**config.mk**
```make
export PLATFORM = sky130hd
export DESIGN_NAME = lin_wakeup_tx
export DESIGN_NICKNAME = d
export VERILOG_FILES = /design/src/rtl/lin_wkup_pkg.sv /design/src/rtl/lin_wkup_char_sel.sv /design/src/rtl/lin_wkup_frame_tx.sv /design/src/rtl/lin_wkup_done_flag.sv /design/src/rtl/lin_wakeup_tx.sv
export SDC_FILE = /design/constraint.sdc
export NUM_CORES = 1
export LEC_CHECK = 0
export BUFFER_PORTS_ARGS = -buffer_cell sky130_fd_sc_hd__buf_4
export CAP_MARGIN = 20
export CORE_AREA = 2 2 42 44
export CTS_CLUSTER_DIAMETER = 80
export CTS_CLUSTER_SIZE = 40
export DETAILED_ROUTE_END_ITERATION = 6
export DIE_AREA = 0 0 44 46
export GPL_TIMING_DRIVEN = 0
export PLACE_DENSITY_LB_ADDON = 0.15
export SLEW_MARGIN = 40
export SYNTH_ARGS = -nofsm -noshare
export SYNTH_HDL_FRONTEND = slang
export SYNTH_HIERARCHICAL = 1
export SYNTH_SLANG_ARGS = --single-unit
```
**constraint.sdc**
```tcl
create_clock -name clk_i -period 3.9 [get_ports clk_i]
set_clock_uncertainty 0.05 [all_clocks]
set_input_delay 0.585 -clock clk_i [delete_from_list [all_inputs] [get_ports clk_i]]
set_output_delay 0.585 -clock clk_i [all_outputs]
set_load 0.05 [all_outputs]
```
**src/rtl/lin_wkup_pkg.sv**
```systemverilog
`timescale 1ns/1ps
package lin_wkup_pkg;
  typedef enum logic {
    VER_20 = 1'b0,
    VER_13 = 1'b1
  } lin_ver_e;

  localparam int unsigned DOM_BITS_20 = 5;
  localparam int unsigned DOM_BITS_13 = 8;
endpackage

```
**src/rtl/lin_wkup_char_sel.sv**
```systemverilog
`timescale 1ns/1ps
// Builds the wake-up byte: the low (dom-1) bits are 0 and the rest are 1.
module lin_wkup_char_sel
  import lin_wkup_pkg::*;
#(
  parameter int unsigned DATA_BITS = 8,
  parameter int unsigned DOM_A     = DOM_BITS_20,
  parameter int unsigned DOM_B     = DOM_BITS_13
) (
  input  lin_ver_e              ver_i,
  output logic [DATA_BITS-1:0]  char_o
);
  localparam int unsigned ZEROS_A = DOM_A - 1;
  localparam int unsigned ZEROS_B = DOM_B - 1;

  logic [DATA_BITS-1:0] pat_a, pat_b;

  for (genvar i = 0; i < DATA_BITS; i++) begin : g_pat
    assign pat_a[i] = (i >= ZEROS_A);
    assign pat_b[i] = (i >= ZEROS_B);
  end

  always_comb begin
    unique case (ver_i)
      VER_20:  char_o = pat_a;
      VER_13:  char_o = pat_b;
      default: char_o = pat_a;
    endcase
  end
endmodule

```
**src/rtl/lin_wkup_frame_tx.sv**
```systemverilog
`timescale 1ns/1ps
module lin_wkup_frame_tx #(
  parameter int unsigned DATA_BITS = 8,
  parameter int unsigned STOP_BITS = 1
) (
  input  logic                 clk_i,
  input  logic                 rst_ni,
  input  logic                 load_i,
  input  logic [DATA_BITS-1:0] char_i,
  input  logic                 tick_i,
  output logic                 txd_o,
  output logic                 busy_o,
  output logic                 fin_o
);
  localparam int unsigned FRAME_BITS = 1 + DATA_BITS + STOP_BITS;
  localparam int unsigned CNT_W      = $clog2(FRAME_BITS + 1);
  localparam logic [CNT_W-1:0] LAST  = CNT_W'(FRAME_BITS);

  logic [FRAME_BITS-1:0] sr_q;
  logic [CNT_W-1:0]      cnt_q;
  logic                  busy_q, txd_q;
  logic                  step, fin;

  assign step = busy_q & tick_i;
  assign fin  = step & (cnt_q == LAST);

  always_ff @(posedge clk_i or negedge rst_ni) begin
    if (!rst_ni) begin
      sr_q   <= '1;
      cnt_q  <= '0;
      busy_q <= 1'b0;
      txd_q  <= 1'b1;
    end else if (load_i && !busy_q) begin
      sr_q   <= {{STOP_BITS{1'b1}}, char_i, 1'b0};
      cnt_q  <= '0;
      busy_q <= 1'b1;
    end else if (fin) begin
      busy_q <= 1'b0;
      txd_q  <= 1'b1;
      cnt_q  <= '0;
    end else if (step) begin
      txd_q <= sr_q[0];
      sr_q  <= {1'b1, sr_q[FRAME_BITS-1:1]};
      cnt_q <= cnt_q + 1'b1;
    end
  end

  assign txd_o  = txd_q;
  assign busy_o = busy_q;
  assign fin_o  = fin;
endmodule

```
**src/rtl/lin_wkup_done_flag.sv**
```systemverilog
`timescale 1ns/1ps
module lin_wkup_done_flag (
  input  logic clk_i,
  input  logic rst_ni,
  input  logic set_i,
  input  logic clr_i,
  output logic flag_o
);
  always_ff @(posedge clk_i or negedge rst_ni) begin
    if (!rst_ni)    flag_o <= 1'b0;
    else if (set_i) flag_o <= 1'b1;  // set wins
    else if (clr_i) flag_o <= 1'b0;
  end
endmodule

```
**src/rtl/lin_wakeup_tx.sv**
```systemverilog
`timescale 1ns/1ps
module lin_wakeup_tx
  import lin_wkup_pkg::*;
#(
  parameter int unsigned DATA_BITS = 8,
  parameter int unsigned STOP_BITS = 1
) (
  input  logic clk_i,
  input  logic rst_ni,
  input  logic start_i,
  input  logic mode_i,
  input  logic bit_tick_i,
  input  logic status_clr_i,
  output logic txd_o,
  output logic busy_o,
  output logic done_o
);
  logic [DATA_BITS-1:0] wk_char;
  logic                 fin;
  lin_ver_e             ver;

  assign ver = lin_ver_e'(mode_i);

  lin_wkup_char_sel #(
    .DATA_BITS(DATA_BITS)
  ) u_char (
    .ver_i (ver),
    .char_o(wk_char)
  );

  lin_wkup_frame_tx #(
    .DATA_BITS(DATA_BITS),
    .STOP_BITS(STOP_BITS)
  ) u_frame (
    .clk_i (clk_i),
    .rst_ni(rst_ni),
    .load_i(start_i),
    .char_i(wk_char),
    .tick_i(bit_tick_i),
    .txd_o (txd_o),
    .busy_o(busy_o),
    .fin_o (fin)
  );

  lin_wkup_done_flag u_done (
    .clk_i (clk_i),
    .rst_ni(rst_ni),
    .set_i (fin),
    .clr_i (status_clr_i),
    .flag_o(done_o)
  );
endmodule

```
# [Word-level counts from Yosys, hierarchy flattened]
# Cells that the tools add are included.
# W data, S select, Z words.
[op_classes] addsub=1 eq_ne=2 mux=13 n_bitwise=4 reduce_logical=9
[ops] op="$mux W10" n=3
[ops] op="$pmux W8 S2" n=1
[ops] op="$mux W4" n=3
[ops] op="$reduce_bool A2 Y1" n=4
[ops] op="$mux W1" n=6
[ops] op="$add A4 B1 Y4 const B" n=1
[ops] op="$eq A4 B4 Y1 const B" n=1
[ops] op="$reduce_and A2 Y1" n=2
[ops] op="$reduce_bool A3 Y1" n=1
[ops] op="$and A1 B1 Y1" n=2
[ops] op="$ne A2 B1 Y1 const B" n=1
[ops] op="$not A1 Y1" n=2
[ops] op="$logic_and A1 B1 Y1" n=1
[ops] op="$logic_not A1 Y1" n=1
[totals] ff_bits=17 inputBits=6 output_inout_bits=3

# [Logic depth before layout (Yosys ltp)]
[logic_depth] depth_word=4 depth_mapped=5

# [Hierarchy]
# Netlist, hierarchy kept.
[by_module_without_submodules] mod="lin_wkup_frame_tx" instances=1 cells_each=64 area_each_um2=778.2
[by_module_without_submodules] mod="lin_wkup_char_sel" instances=1 cells_each=10 area_each_um2=63.8
[by_module_without_submodules] mod="lin_wkup_done_flag" instances=1 cells_each=3 area_each_um2=36.3

# [Least setup slack after synthesis]
# Ideal clock, no wire load.
[synth_path] kind="register -> register" start="reg u_frame.busy_q, in the netlist u_frame/busy_o" end="reg u_frame.sr_q[2]" setup_ps=82 arrival_time_ps=1591 required_time_ps=3768 setup_slack_ps=2177 stages_incl_launch_ff=4 path_buffers=0 period_less_slack_ps=1723 path_cell_list="dfrtp_1 nand2_1 o21ai_4 mux2_2"
[synth_via] elab_chain_cells=4 elab_cells_between_ends=8 cone_classes="eq/ne (1); mux (1); bitwise (2); reduce/logical (4)"
[synth_lines] element="start, declared" line_no="lin_wkup_frame_tx.sv:21" source="logic busy_q, txd_q;"
[synth_lines] element="start signal, assigned" line_no="lin_wkup_frame_tx.sv:31" source="busy_q <= 1'b0;"
[synth_lines] element="start signal, assigned" line_no="lin_wkup_frame_tx.sv:36" source="busy_q <= 1'b1;"
[synth_lines] element="start signal, assigned" line_no="lin_wkup_frame_tx.sv:38" source="busy_q <= 1'b0;"
[synth_lines] element="$and A1 B1 Y1 / $logic_not A1 Y1 (equally long branches)" line_no="lin_wkup_frame_tx.sv:24, lin_wkup_frame_tx.sv:33"
[synth_lines] element="$and A1 B1 Y1 / $logic_and A1 B1 Y1 (equally long branches)" line_no="lin_wkup_frame_tx.sv:25, lin_wkup_frame_tx.sv:33"
[synth_lines] element="$ne A2 B1 Y1 (no line) / $reduce_bool A2 Y1 (equally long branches)"
[synth_lines] element="$reduce_and A2 Y1 (no line)"
[synth_lines] element="end signal, assigned" line_no="lin_wkup_frame_tx.sv:34" source="sr_q <= {{STOP_BITS{1'b1}}, char_i, 1'b0};"
[synth_lines] element="end signal, assigned" line_no="lin_wkup_frame_tx.sv:43" source="sr_q <= {1'b1, sr_q[FRAME_BITS-1:1]};"
[synth_lines] element="end, declared" line_no="lin_wkup_frame_tx.sv:19" source="logic [FRAME_BITS-1:0] sr_q;"
# Parallel ways exist; a longest one is shown, timed or not.
# A chain may end at the register's enable or synchronous reset.

# [Worst setup path in the final report]
[layout_path] start="reg u_frame.cnt_q[0]" end="reg u_frame.sr_q[3]"
[layout_via] elab_chain_cells=4
[layout_lines] element="start, declared" line_no="lin_wkup_frame_tx.sv:20" source="logic [CNT_W-1:0] cnt_q;"
[layout_lines] element="start signal, assigned" line_no="lin_wkup_frame_tx.sv:44" source="cnt_q <= cnt_q + 1'b1;"
[layout_lines] element="$eq A4 B4 Y1" line_no="lin_wkup_frame_tx.sv:25" source="assign fin = step & (cnt_q == LAST);"
[layout_lines] element="$and A1 B1 Y1" line_no="lin_wkup_frame_tx.sv:25"
[layout_lines] element="$ne A2 B1 Y1 (no line)"
[layout_lines] element="$reduce_and A2 Y1 (no line)"
# Every way passes these cells.

==> metrics.csv <==
metric;value;unit
postCtsSetupRepairBufs;0;
post_synth_inst_count;77;
layout.nets;101;
finalCritPeriodShare;44.84;%
overflow;0;
final_cell_mix;buf_4, mux2_2, dfstp_2;
die_w;44;um
cp-start-kind;flip-flop;
yosysUniqueCellTypes;25;
synth_seq_area_share;47.01;%
vias;559;
core.rowCount;15;
grt_pass1_wl;2.139;mm
worstPathArrival;1900;ps
finalWorstPathRequiredPeriod;1749;ps
synth_area_per_cell;11.41;sq um
start_util;54.42;%
grt_pass1_vias;487;
path_cells;inv_1 -> ha_1 -> and3b_4 -> o21ai_4 -> mux2_2;
numCtsBuffers;3;
setup-tns-final;0;ps
route.detailed.drc;0;
antenna_found_initial;0;
report.final.slew_viol_count;0;
first_iter_violations;4;
crit_type;reg2reg;
cpMaxStageDelayCell;dfrtp_1;
viasPerCell;5.128;
fmax;571.8;MHz
drive_gt1_share;47.83;%
ys_seq_elements;16;
die_area;2024;sq um
leakage;0.4523;nW
cts_tree;done;
r2r_setup_slack;2150;ps
hold_ws;88.78;ps
antenna-diode-count;0;
grt_use_total;14.92;%
setup_viol;0;
wl_per_cell;11.46;um
syn_area;878.3;sq um
rsz0062_at_grt;false;
cts_sinks;16;
layout_commonest_cell;buf_4;
root_buffer;clkbuf_4;
clock_latency;280;ps
slowest_delay;420;ps
ys.flop_type;dfstp_2;
cp-end-kind;flip-flop;
wirelength;1.249;mm
synth_edf_count;0;
worst-path-stages;5;
portBuffers;8;
fill_cells;144;
hold_path.class;in2async;
maxCapViolations;0;
core_area;1614;sq um
ctsHtreeMaxLevel;1;
cts_resized;0;
cts.clk_slew.worst_paths;90;ps
yosysWarnings;6;
holdBufCountCts;0;
r2r-start;u_frame/cnt_q[0];
syn2layout_area_growth;13.53;%
gp_congestion;0.8037;
powerDensity;676.0;nW/um^2
status;complete, no violations;
critPathTopFamily;flip-flops;
grt_max_degree;17;
critPathMaxFanout;10;
critPathRequiredTime;4060;ps
fp.dieH;46;um
drt-pass1-iter-count;4;
ant_nets;0;
clockBufferDepth;2;
reg2regPathDepth;5;
async_reset_ff_share;100.0;%
io_pins;9;
worst_r2r_endpoint;u_frame/sr_q[3];
finalHoldViolCount;0;
dp_hpwl;913.1;um
path_buf_inv;1;
max-vdd-ir-drop;0.0003836;V
synth_stat cells, types with 2 or more instances:
master	instances	share of area, %
a21oi_1	3	1.7
nand2_1	6	2.6
dfstp_2	10	30
inv_1	5	2.1
buf_4	7	6.0
and2_1	2	1.4
nand3_1	4	2.3
or3_1	2	1.4
mux2i_1	2	2.3
a21o_1	2	1.7
ha_1	2	2.8
conb_1	2	0.86
dfrtp_1	6	17
mux2_2	13	17
area by class of cell:
class / instances / area, sq um / area share [%]
Inverter: 5 / 18.77 / 1.882
Tap cell: 17 / 21.27 / 2.133
Multi-Input combinational cell: 51 / 394.1 / 39.52
Timing Repair Buffer: 8 / 60.06 / 6.023
Sequential cell: 16 / 412.9 / 41.41
Clock buffer: 4 / 26.28 / 2.635
Buffer: 8 / 63.81 / 6.399
worst reg2reg max path: stages, from the launching register on:
cell and delay, ps:
dfrtp_1 420, inv_1 60, ha_1 220, and3b_4 210, o21ai_4 330, mux2_2 380
cell families (layout without fill, tap and decap cells):
family                     Yosys count  in the layout  share of synthesized area (%)
buffers and inverters               13             25                          9.402
and+or+nand+nor                     18             18                          10.97
other                                2              5                         0.8550
AOI/OAI and AO/OA                   10             10                          8.689
DFF                                 16             16                          47.01
adders and majority gates            2              2                          2.849
muxes                               16             16                          20.23
worst max path at each step:
stage                           end              from
floorplan           u_frame/sr_q[2]    u_frame/busy_o
global placement    u_frame/sr_q[6]           start_i
detailed placement  u_frame/sr_q[4]           start_i
CTS                 u_frame/sr_q[3]  u_frame/cnt_q[0]
global route        u_frame/sr_q[3]  u_frame/cnt_q[0]
finish              u_frame/sr_q[3]  u_frame/cnt_q[0]
where the power goes:
part           switching [mW]  internal (mW)  total, mW
sequential             0.0471          0.257      0.304
combinational           0.140          0.142      0.282
clock                  0.0480         0.0396     0.0877
total                   0.235          0.439      0.674
metrics by stage:
stage          worst slack (ps)  cells  util [%]  cell area (sq um)  power, mW
3_3_place_gp               2130    105     60.16              970.9     0.5888
6_report                   2151    109     61.78              997.2     0.6741
5_1_grt                    2036    109     61.78              997.2     0.7294
4_1_cts                    2143    109     61.78              997.2     0.6867
3_5_place_dp               2104    105     60.16              970.9     0.5943
2_1_floorplan              2177     80         -              889.6     0.5314
sequential cells by signal, indices dropped and copies added (netlist names):
register / count
u_frame/busy_o: 1
u_frame/sr_q: 9
u_done/flag_o: 1
u_frame/cnt_q: 4
u_frame/txd_o: 1
metal layers:
metal,wire (um),global-route usage [%],vias up
met2,653,27.06,8
met4,0,5.455,0
met1,545,16.21,267
met3,50,4.762,0
li1,-,-,284
met5,0,0,-
No activity file was read; power rests on OpenSTA's default activity.
